`config.mk`:
```
export PLATFORM = sky130hd
export DESIGN_NAME = asym_width_fifo
export DESIGN_NICKNAME = d
export VERILOG_FILES = /design/src/rtl/asym_fifo_pkg.sv /design/src/rtl/asym_fifo_ctrl.sv /design/src/rtl/asym_fifo_store.sv /design/src/rtl/asym_width_fifo.sv
export SDC_FILE = /design/constraint.sdc
export NUM_CORES = 1
export LEC_CHECK = 0
export BUFFER_PORTS_ARGS = -buffer_cell sky130_fd_sc_hd__buf_2
export CAP_MARGIN = 20
export CORE_MARGIN = 8
export CORE_UTILIZATION = 61
export CTS_CLUSTER_DIAMETER = 120
export DETAILED_ROUTE_END_ITERATION = 6
export GPL_TIMING_DRIVEN = 0
export PLACE_DENSITY = 0.87
export SYNTH_ARGS = -nofsm -noshare
export SYNTH_HDL_FRONTEND = slang
export SYNTH_SLANG_ARGS = --single-unit
```
`constraint.sdc`:
```
create_clock -name clk -period 6 [get_ports clk]
set_clock_uncertainty 0.1 [all_clocks]
set_input_delay 0.6 -clock clk [delete_from_list [all_inputs] [get_ports clk]]
set_output_delay 0.6 -clock clk [all_outputs]
set_load 0.05 [all_outputs]
```
`src/rtl/asym_fifo_pkg.sv`:
```
// Package: width arithmetic shared by the width-converting FIFO.
// Assumes both widths are positive and that one divides the other.
package asym_fifo_pkg;

    // Slice width: the narrower of the two port widths.
    function automatic int slice_width(input int wr_w, input int rd_w);
        return (wr_w < rd_w) ? wr_w : rd_w;
    endfunction

    // Number of slices making up one word of the given width.
    function automatic int slices_per(input int port_w, input int wr_w, input int rd_w);
        return port_w / slice_width(wr_w, rd_w);
    endfunction

endpackage

```
`src/rtl/asym_fifo_ctrl.sv`:
```
// Occupancy control: tracks the stored slice count and both pointers.
// Accepts a write only when a whole write word fits, and a read only
// when a whole read word is present. Assumes DEPTH is a power of two
// and a multiple of both WR_UNITS and RD_UNITS.
module asym_fifo_ctrl #(
    parameter int DEPTH    = 32,
    parameter int WR_UNITS = 4,
    parameter int RD_UNITS = 1,
    localparam int AW      = $clog2(DEPTH),
    localparam int CW      = $clog2(DEPTH + 1)
) (
    input  logic          clk,
    input  logic          rst_n,
    input  logic          wr_en,
    input  logic          rd_en,
    output logic          full,
    output logic          empty,
    output logic          wr_go,
    output logic          rd_go,
    output logic [AW-1:0] wptr,
    output logic [AW-1:0] rptr
);

    logic [CW-1:0] level;
    logic [CW-1:0] level_nxt;

    // Flags in whole words on each side.
    always_comb begin
        full  = level > CW'(DEPTH - WR_UNITS);
        empty = level < CW'(RD_UNITS);
        wr_go = wr_en && !full;
        rd_go = rd_en && !empty;
    end

    // Next occupancy, with simultaneous read and write combined.
    always_comb begin
        level_nxt = level;
        if (wr_go) level_nxt = level_nxt + CW'(WR_UNITS);
        if (rd_go) level_nxt = level_nxt - CW'(RD_UNITS);
    end

    // Pointer and occupancy registers.
    always_ff @(posedge clk) begin
        if (!rst_n) begin
            wptr  <= '0;
            rptr  <= '0;
            level <= '0;
        end else begin
            level <= level_nxt;
            if (wr_go) wptr <= wptr + AW'(WR_UNITS);
            if (rd_go) rptr <= rptr + AW'(RD_UNITS);
        end
    end

    // occupancy never exceeds the capacity.
    a_r5_level_bound: assert property (@(posedge clk) disable iff (!rst_n)
        level <= CW'(DEPTH));

    // a refused read and a refused write leave the count untouched.
    a_r10_idle_level: assert property (@(posedge clk) disable iff (!rst_n)
        (!wr_go && !rd_go) |=> $stable(level));

endmodule

```
`src/rtl/asym_fifo_store.sv`:
```
// Slice storage with MSB-first lane mapping and a registered read port.
// A write places its top slice at the write pointer. A read assembles
// slices from the read pointer upward, putting the first slice in the
// top lane. Assumes the pointers are aligned to their word sizes.
module asym_fifo_store #(
    parameter int NW       = 8,
    parameter int DEPTH    = 32,
    parameter int WR_UNITS = 4,
    parameter int RD_UNITS = 1,
    localparam int AW      = $clog2(DEPTH),
    localparam int WR_W    = NW * WR_UNITS,
    localparam int RD_W    = NW * RD_UNITS
) (
    input  logic            clk,
    input  logic            rst_n,
    input  logic            wr_go,
    input  logic [AW-1:0]   wptr,
    input  logic [WR_W-1:0] wr_data,
    input  logic            rd_go,
    input  logic [AW-1:0]   rptr,
    output logic [RD_W-1:0] rd_data,
    output logic            rd_valid
);

    logic [NW-1:0] mem [DEPTH];

    // Write: split the word into slices, top slice at the lowest address.
    always_ff @(posedge clk) begin
        if (wr_go) begin
            for (int k = 0; k < WR_UNITS; k++) begin
                mem[wptr + AW'(k)] <= wr_data[(WR_UNITS-1-k)*NW +: NW];
            end
        end
    end

    // Read: gather slices into the output register, and flag the cycle.
    always_ff @(posedge clk) begin
        if (!rst_n) begin
            rd_data  <= '0;
            rd_valid <= 1'b0;
        end else begin
            rd_valid <= rd_go;
            if (rd_go) begin
                for (int k = 0; k < RD_UNITS; k++) begin
                    rd_data[(RD_UNITS-1-k)*NW +: NW] <= mem[rptr + AW'(k)];
                end
            end
        end
    end

    // a read request gives a valid word on the following cycle.
    a_r8_valid_follows: assert property (@(posedge clk) disable iff (!rst_n)
        rd_go |=> rd_valid);

    // without a read request, the next cycle shows no valid word.
    a_r8_valid_only: assert property (@(posedge clk) disable iff (!rst_n)
        !rd_go |=> !rd_valid);

endmodule

```
`src/rtl/asym_width_fifo.sv`:
```
// Top: a single-clock FIFO whose write and read widths differ by a
// power-of-two factor up to 8. Data is held in slices of the narrower
// width. Assumes DEPTH (in slices) is a power of two and a multiple of
// the wider port's slice count.
module asym_width_fifo
    import asym_fifo_pkg::*;
#(
    parameter int WR_W  = 32,
    parameter int RD_W  = 8,
    parameter int DEPTH = 32
) (
    input  logic            clk,
    input  logic            rst_n,
    input  logic            wr_en,
    input  logic [WR_W-1:0] wr_data,
    output logic            full,
    input  logic            rd_en,
    output logic [RD_W-1:0] rd_data,
    output logic            empty,
    output logic            rd_valid
);

    localparam int NW       = slice_width(WR_W, RD_W);
    localparam int WR_UNITS = slices_per(WR_W, WR_W, RD_W);
    localparam int RD_UNITS = slices_per(RD_W, WR_W, RD_W);
    localparam int AW       = $clog2(DEPTH);

    logic          wr_go;
    logic          rd_go;
    logic [AW-1:0] wptr;
    logic [AW-1:0] rptr;

    asym_fifo_ctrl #(
        .DEPTH    (DEPTH),
        .WR_UNITS (WR_UNITS),
        .RD_UNITS (RD_UNITS)
    ) u_ctrl (
        .clk   (clk),
        .rst_n (rst_n),
        .wr_en (wr_en),
        .rd_en (rd_en),
        .full  (full),
        .empty (empty),
        .wr_go (wr_go),
        .rd_go (rd_go),
        .wptr  (wptr),
        .rptr  (rptr)
    );

    asym_fifo_store #(
        .NW       (NW),
        .DEPTH    (DEPTH),
        .WR_UNITS (WR_UNITS),
        .RD_UNITS (RD_UNITS)
    ) u_store (
        .clk      (clk),
        .rst_n    (rst_n),
        .wr_go    (wr_go),
        .wptr     (wptr),
        .wr_data  (wr_data),
        .rd_go    (rd_go),
        .rptr     (rptr),
        .rd_data  (rd_data),
        .rd_valid (rd_valid)
    );

    // with nothing written, an empty queue stays empty.
    a_r4_empty_hold: assert property (@(posedge clk) disable iff (!rst_n)
        (empty && !wr_en) |=> empty);

    // with nothing read, a full queue stays full.
    a_r5_full_hold: assert property (@(posedge clk) disable iff (!rst_n)
        (full && !rd_en) |=> full);

    // a read against an empty queue produces no valid word.
    a_r6_empty_read: assert property (@(posedge clk) disable iff (!rst_n)
        (rd_en && empty) |=> !rd_valid);

    // a refused write with no read leaves the write pointer in place.
    a_r7_full_write: assert property (@(posedge clk) disable iff (!rst_n)
        (wr_en && full && !rd_en) |=> (wptr == $past(wptr)));

endmodule

```
==> flow_metrics.env, run 1 <==
export IMPL_boundaryPins=47
export IMPL_min_period_ns=3.51
export IMPL_critical_path_class="flip-flop to flip-flop"
export IMPL_synth_cells=568
export IMPL_routed_wl_um=25600
export IMPL_yosysWarnings=0
export IMPL_stdcell_count=902
export IMPL_cp_slowest_cell="buf_1"
export IMPL_drive_gt1_share_pct=22.3
export IMPL_multi_input_area_mm2=0.00255
export IMPL_syn_to_final_growth_pct=14.1
export IMPL_drv_cap=0
export IMPL_power_density_mw_per_mm2=413
export IMPL_synth_common_cells="edfxtp_1, mux2i_1, mux4_2, nor2_1, dfxtp_1"
export IMPL_synthTopCellsByArea="edfxtp_1, mux4_2, mux2i_1, dfxtp_1, mux4_1"
export IMPL_finalInstanceArea_mm2=0.0123
export IMPL_ys_flop_type="edfxtp_1"
export IMPL_syn_num_nets=611
export IMPL_vdd_drop_max_uv=382
export IMPL_cts_sinks=279
export IMPL_overflow=0
export IMPL_post_place_ws_ns=2.61
export IMPL_via_per_inst=6.71
export IMPL_core_mm2=0.0173
export IMPL_clock_path_buffers=3
export IMPL_post_place_cells=854
export IMPL_num_nets_final=701
export IMPL_remaining_drc_errors=0
export IMPL_start_util_pct=62.6
export IMPL_tns_ns=0
export IMPL_hp_class="input port to flip-flop"
export IMPL_yosysTopAreaCell="edfxtp_1"
export IMPL_ant_nets=0
export IMPL_drt_pass1_iter_count=6
export IMPL_cts_tree="built"
export IMPL_numPortBuffers=46
export IMPL_grt_pass1_vias=6257
export IMPL_dieArea_mm2=0.0223
export IMPL_drtIter0Drc=871
export IMPL_cpPeakStageDelay_ns=0.78
export IMPL_avgSynthCellArea_um2=19.1
export IMPL_grt_max_degree=33
export IMPL_slew_violations=0
export IMPL_fmax_mhz=285
export IMPL_hpwl_um=15600
export IMPL_crit_family="buffers and inverters"
export IMPL_grt_antenna_before_repair=0
export IMPL_cts_root_buf="clkbuf_16"
export IMPL_p_total_mw=5.10
export IMPL_seq_area_mm2=0.00815
export IMPL_crit_arrival_ns=3.82
export IMPL_fill_cells=1017
export IMPL_rows=48
export IMPL_cts_buffers=27
export IMPL_clk_pin_slew_worst_paths_ns=0.06
export IMPL_relSlewSlack_pct=17.4
export IMPL_clk_latency_ns=0.53
export IMPL_worst_pin_slew_ns=1.23
export IMPL_track_usage_pct=23.2
export IMPL_crit_path_end_kind="flip-flop"
export IMPL_cts_setup_buffers=0
export IMPL_wl_per_cell_um=28.3
export IMPL_yosysMostFrequentCell="edfxtp_1"
export IMPL_cpMostUsedCell="buf_2"
export IMPL_outcome="complete, no violations"
export IMPL_route_vias_total=6054
export IMPL_post_cts_resized=0
export IMPL_hold_buffers=0
export IMPL_async_flop_share_pct=0
export IMPL_ys_seq_area_share_pct=75.3
export IMPL_syn_cell_area_mm2=0.0108
export IMPL_critPathMaxFanout=10
export IMPL_start_kind="flip-flop"
export IMPL_num_antenna_cells=0
export IMPL_worst_slack_ns=2.49
export IMPL_synth_edf_count=256
export IMPL_cp_data_required_time_ns=6.31
export IMPL_grt_setup_unrepaired="no"
export IMPL_gp_congestion=0.835
export IMPL_htree_num_levels=1
export IMPL_die_width_um=149
export IMPL_final_hold_viol_count=0
export IMPL_yosysTopAreaCellShare_pct=71.0
export IMPL_ys_types=40
export IMPL_ys_seq_elements=279
export IMPL_setup_viol=0
export IMPL_leakage_nw=4.03
export IMPL_postPlaceCellArea_mm2=0.0115
export IMPL_crit_chain="buf_2 > buf_2 > buf_2 > buf_1 > mux4_2 > a22oi_1 > nand2_1 > a32o_1"
export IMPL_timing_final_crit_share_pct=58.5
export IMPL_die_h_um=149
export IMPL_grt_pass1_wl_um=37700
export IMPL_path_buf_inv=4
power breakdown:
part           total, mW  switching (mW)  leakage [nW]  internal, mW
Clock               1.53           0.668         0.395         0.860
Sequential          2.38          0.0788          2.51          2.30
Combinational       1.20           0.736          1.13         0.463
Total               5.10            1.48          4.03          3.62
cell type report:
type	instances	area share [%]
Buffer	28	1.19
Clock buffer	36	5.99
Clock inverter	12	0.476
Inverter	6	0.182
Multi-Input combinational cell	255	20.7
Sequential cell	279	66.0
Tap cell	225	2.28
Timing Repair Buffer	61	3.21
flip-flops by register name, summed over array words and instances, names as in the netlist:
name,flops
u_ctrl.wptr,3
u_ctrl.level,6
u_ctrl.rptr,5
u_store.rd_data,8
u_store.rd_valid,1
u_store.mem,256
cell families (layout without fill, tap and decap cells):
family | Yosys count | in the layout | share of synthesized area [%]
xor+xnor | 11 | 11 | 0.890
simple gates | 82 | 82 | 3.79
compound gates | 65 | 65 | 4.43
flops | 279 | 279 | 75.3
fa+ha+maj | 7 | 7 | 0.809
buf+inv | 34 | 143 | 1.56
mux | 90 | 90 | 13.2
layer usage:
| metal | vias to the layer above | global-route usage, % | share of wire (%) |
|---|---|---|---|
| li1 | 2503 | - | - |
| met1 | 3048 | 29.8 | 37 |
| met2 | 410 | 38.3 | 49 |
| met3 | 93 | 4.00 | 9.9 |
| met4 | 0 | 10.3 | 4.1 |
| met5 | - | 0 | 0 |
final timing paths:
kind,cells past startpoint,slack (ns),from,to
max,8,2.49,u_ctrl.rptr[2],u_store.rd_data[0]
min,1,0.26,wr_data[12],u_store.mem[6][4]
max reg2reg,8,2.49,u_ctrl.rptr[2],u_store.rd_data[0]
min reg2reg,1,0.37,u_store.rd_data[7],u_store.rd_data[7]
through the flow:
step	utilization, %	hold slack [ns]
3_3_place_gp	65.5	0.355
4_1_cts	71.4	0.247
5_1_grt	71.4	0.258
6_report	71.4	0.263
2_1_floorplan	-	0.391
3_5_place_dp	66.8	0.363
cells in the final DEF (no fill, tap or decap), types with 16 or more instances in the layout:
master / Yosys / final
nor2_1: 27 / 24
clkbuf_1: 10 / 16
o22ai_1: 16 / 16
clkbuf_16: 0 / 27
nand2_1: 19 / 19
edfxtp_1: 256 / 256
mux4_2: 32 / 32
buf_2: 8 / 54
dfxtp_1: 23 / 23
mux2i_1: 50 / 50
No activity file was read; power rests on OpenSTA's default activity.
==> run 2: changes to the inputs <==
==> constraint.sdc (replaced) <==
create_clock -name clk -period 3.34 [get_ports clk]
set_clock_uncertainty 0.1 [all_clocks]
set_input_delay 0.334 -clock clk [delete_from_list [all_inputs] [get_ports clk]]
set_output_delay 0.334 -clock clk [all_outputs]
set_load 0.05 [all_outputs]
==> flow_metrics.env, run 2 (synthesized netlist as in run 1, its figures left out) <==
export IMPL_drt_pass1_iter_count=5
export IMPL_p_total_mw=9.41
export IMPL_grt_max_degree=33
export IMPL_finalInstanceArea_mm2=0.0126
export IMPL_slew_violations=0
export IMPL_via_per_inst=6.65
export IMPL_drive_gt1_share_pct=21.2
export IMPL_cts_buffers=27
export IMPL_hp_class="input port to flip-flop"
export IMPL_rows=48
export IMPL_internal_power_mw=6.68
export IMPL_post_cts_resized=0
export IMPL_overflow=0
export IMPL_crit_path_end_kind="flip-flop"
export IMPL_r2r_start="u_ctrl.rptr[1]"
export IMPL_outcome="complete, no violations"
export IMPL_fmax_mhz=313
export IMPL_drtIter0Drc=639
export IMPL_die_h_um=149
export IMPL_cp_data_required_time_ns=3.66
export IMPL_core_mm2=0.0173
export IMPL_clk_latency_ns=0.53
export IMPL_regMostFlops="u_store.mem"
export IMPL_final_util_pct=72.9
export IMPL_cts_sinks=279
export IMPL_wl_per_cell_um=28.0
export IMPL_die_width_um=149
export IMPL_top_regs="u_store.mem x256, u_store.rd_data x8, u_ctrl.level x6"
export IMPL_r2r_end="u_store.rd_data[0]"
export IMPL_hpwl_um=15400
export IMPL_htree_num_levels=1
export IMPL_start_util_pct=62.6
export IMPL_timing_final_crit_share_pct=95.7
export IMPL_min_period_ns=3.20
export IMPL_crit_path_end="u_store.rd_data[0]"
export IMPL_tns_ns=0
export IMPL_routed_wl_um=25700
export IMPL_rr_worst_depth=9
export IMPL_sw_frac_of_total_pct=29.0
export IMPL_num_antenna_cells=0
export IMPL_clock_path_buffers=3
export IMPL_regToRegSetupSlack_ns=0.14
export IMPL_p_seq_share_pct=45.4
export IMPL_grt_pass1_vias=6348
export IMPL_p_sw_mw=2.73
export IMPL_clk_pin_slew_worst_paths_ns=0.07
export IMPL_cts_root_buf="clkbuf_16"
export IMPL_layout_commonest_cell="edfxtp_1"
export IMPL_num_nets_final=718
export IMPL_vdd_drop_max_uv=764
export IMPL_start_kind="flip-flop"
export IMPL_relSlewSlack_pct=21.1
export IMPL_worst_pin_slew_ns=1.18
export IMPL_grt_setup_unrepaired="no"
export IMPL_gp_congestion=0.865
export IMPL_crit_arrival_ns=3.51
export IMPL_setup_viol=0
export IMPL_cts_setup_buffers=0
export IMPL_clockPowerShare_pct=31.3
export IMPL_syn_to_final_growth_pct=16.5
export IMPL_hold_depth=1
export IMPL_critPathMaxFanout=10
export IMPL_grt_pass1_wl_um=37600
export IMPL_final_hold_viol_count=0
export IMPL_drv_cap=0
export IMPL_ant_nets=0
export IMPL_largest_reg_flops=256
export IMPL_fill_cells=972
export IMPL_power_density_mw_per_mm2=746
export IMPL_dieArea_mm2=0.0223
export IMPL_critical_path_class="flip-flop to flip-flop"
export IMPL_postPlaceCellArea_mm2=0.0115
export IMPL_cts_tree="built"
export IMPL_leakage_nw=4.13
export IMPL_layout_common_cells="edfxtp_1, buf_2, mux2i_1, mux4_2, clkbuf_16"
export IMPL_pwr_share_comb_pct=23.2
export IMPL_crit_start="u_ctrl.rptr[1]"
export IMPL_boundaryPins=47
export IMPL_remaining_drc_errors=0
export IMPL_numPortBuffers=46
export IMPL_route_vias_total=6117
export IMPL_grt_antenna_before_repair=0
export IMPL_track_usage_pct=23.2
export IMPL_whs_ns=0.00606
[run 2: through the flow]
step           std cells  worst slack [ns]
2_1_floorplan        568            -0.359
3_3_place_gp         839             -1.90
3_5_place_dp         850           -0.0275
4_1_cts              919             0.186
5_1_grt              920           0.00681
6_report             920             0.143
[run 2: cell type report]
class / count / area (um2) / share of cell area (%)
Multi-Input combinational cell: 255 / 2570 / 20.4
Clock buffer: 37 / 743 / 5.89
Inverter: 6 / 22.5 / 0.179
Clock inverter: 12 / 109 / 0.863
Timing Repair Buffer: 79 / 594 / 4.71
Sequential cell: 279 / 8150 / 64.6
Tap cell: 225 / 282 / 2.23
Buffer: 27 / 143 / 1.13
[run 2: worst max-delay path, stage by stage, from the launching register on]
cell and delay, ns:
dfxtp_1 0.36, buf_6 0.22, buf_12 0.19, buf_4 0.26
buf_4 0.31, buf_2 0.41, nor2_1 0.36, a211oi_1 0.38
nand2_1 0.17, a32o_1 0.30
[run 2: worst min path at each step]
stage / from / end / slack, ns
final: wr_data[23] / u_store.mem[13][7] / 0.006
after floorplan: wr_data[24] / u_store.mem[0][0] / 0.33
after CTS: wr_data[25] / u_store.mem[12][1] / 0.00002
after global routing: wr_data[9] / u_store.mem[22][1] / 0.01
after global placement: u_store.rd_data[7] / u_store.rd_data[7] / 0.36
after detailed placement: u_store.rd_data[5] / u_store.rd_data[5] / 0.35
[run 2: power by group through the flow]
| stage | Combinational, mW | Clock (mW) | Sequential, mW |
|---|---|---|---|
| finish | 2.19 | 2.95 | 4.27 |
| floorplan | 1.31 | 0 | 4.45 |
| global placement | 1.96 | 0 | 4.33 |
| detailed placement | 2.12 | 0 | 4.34 |
| global route | 2.30 | 3.07 | 4.29 |
| CTS | 2.17 | 2.96 | 4.27 |
[run 2: repair_timing]
item | CTS | global route
hold endpoints to repair | 127 | 4
hold buffers | 21 | 1
endpoints found under the setup margin | 7 | 0
[run 2: metal layers]
metal	track usage, %	vias up	routed length [um]
li1	-	2533	-
met1	29.0	3071	9430
met2	37.7	427	12500
met3	4.46	86	2460
met4	13.0	0	1290
met5	0	-	0
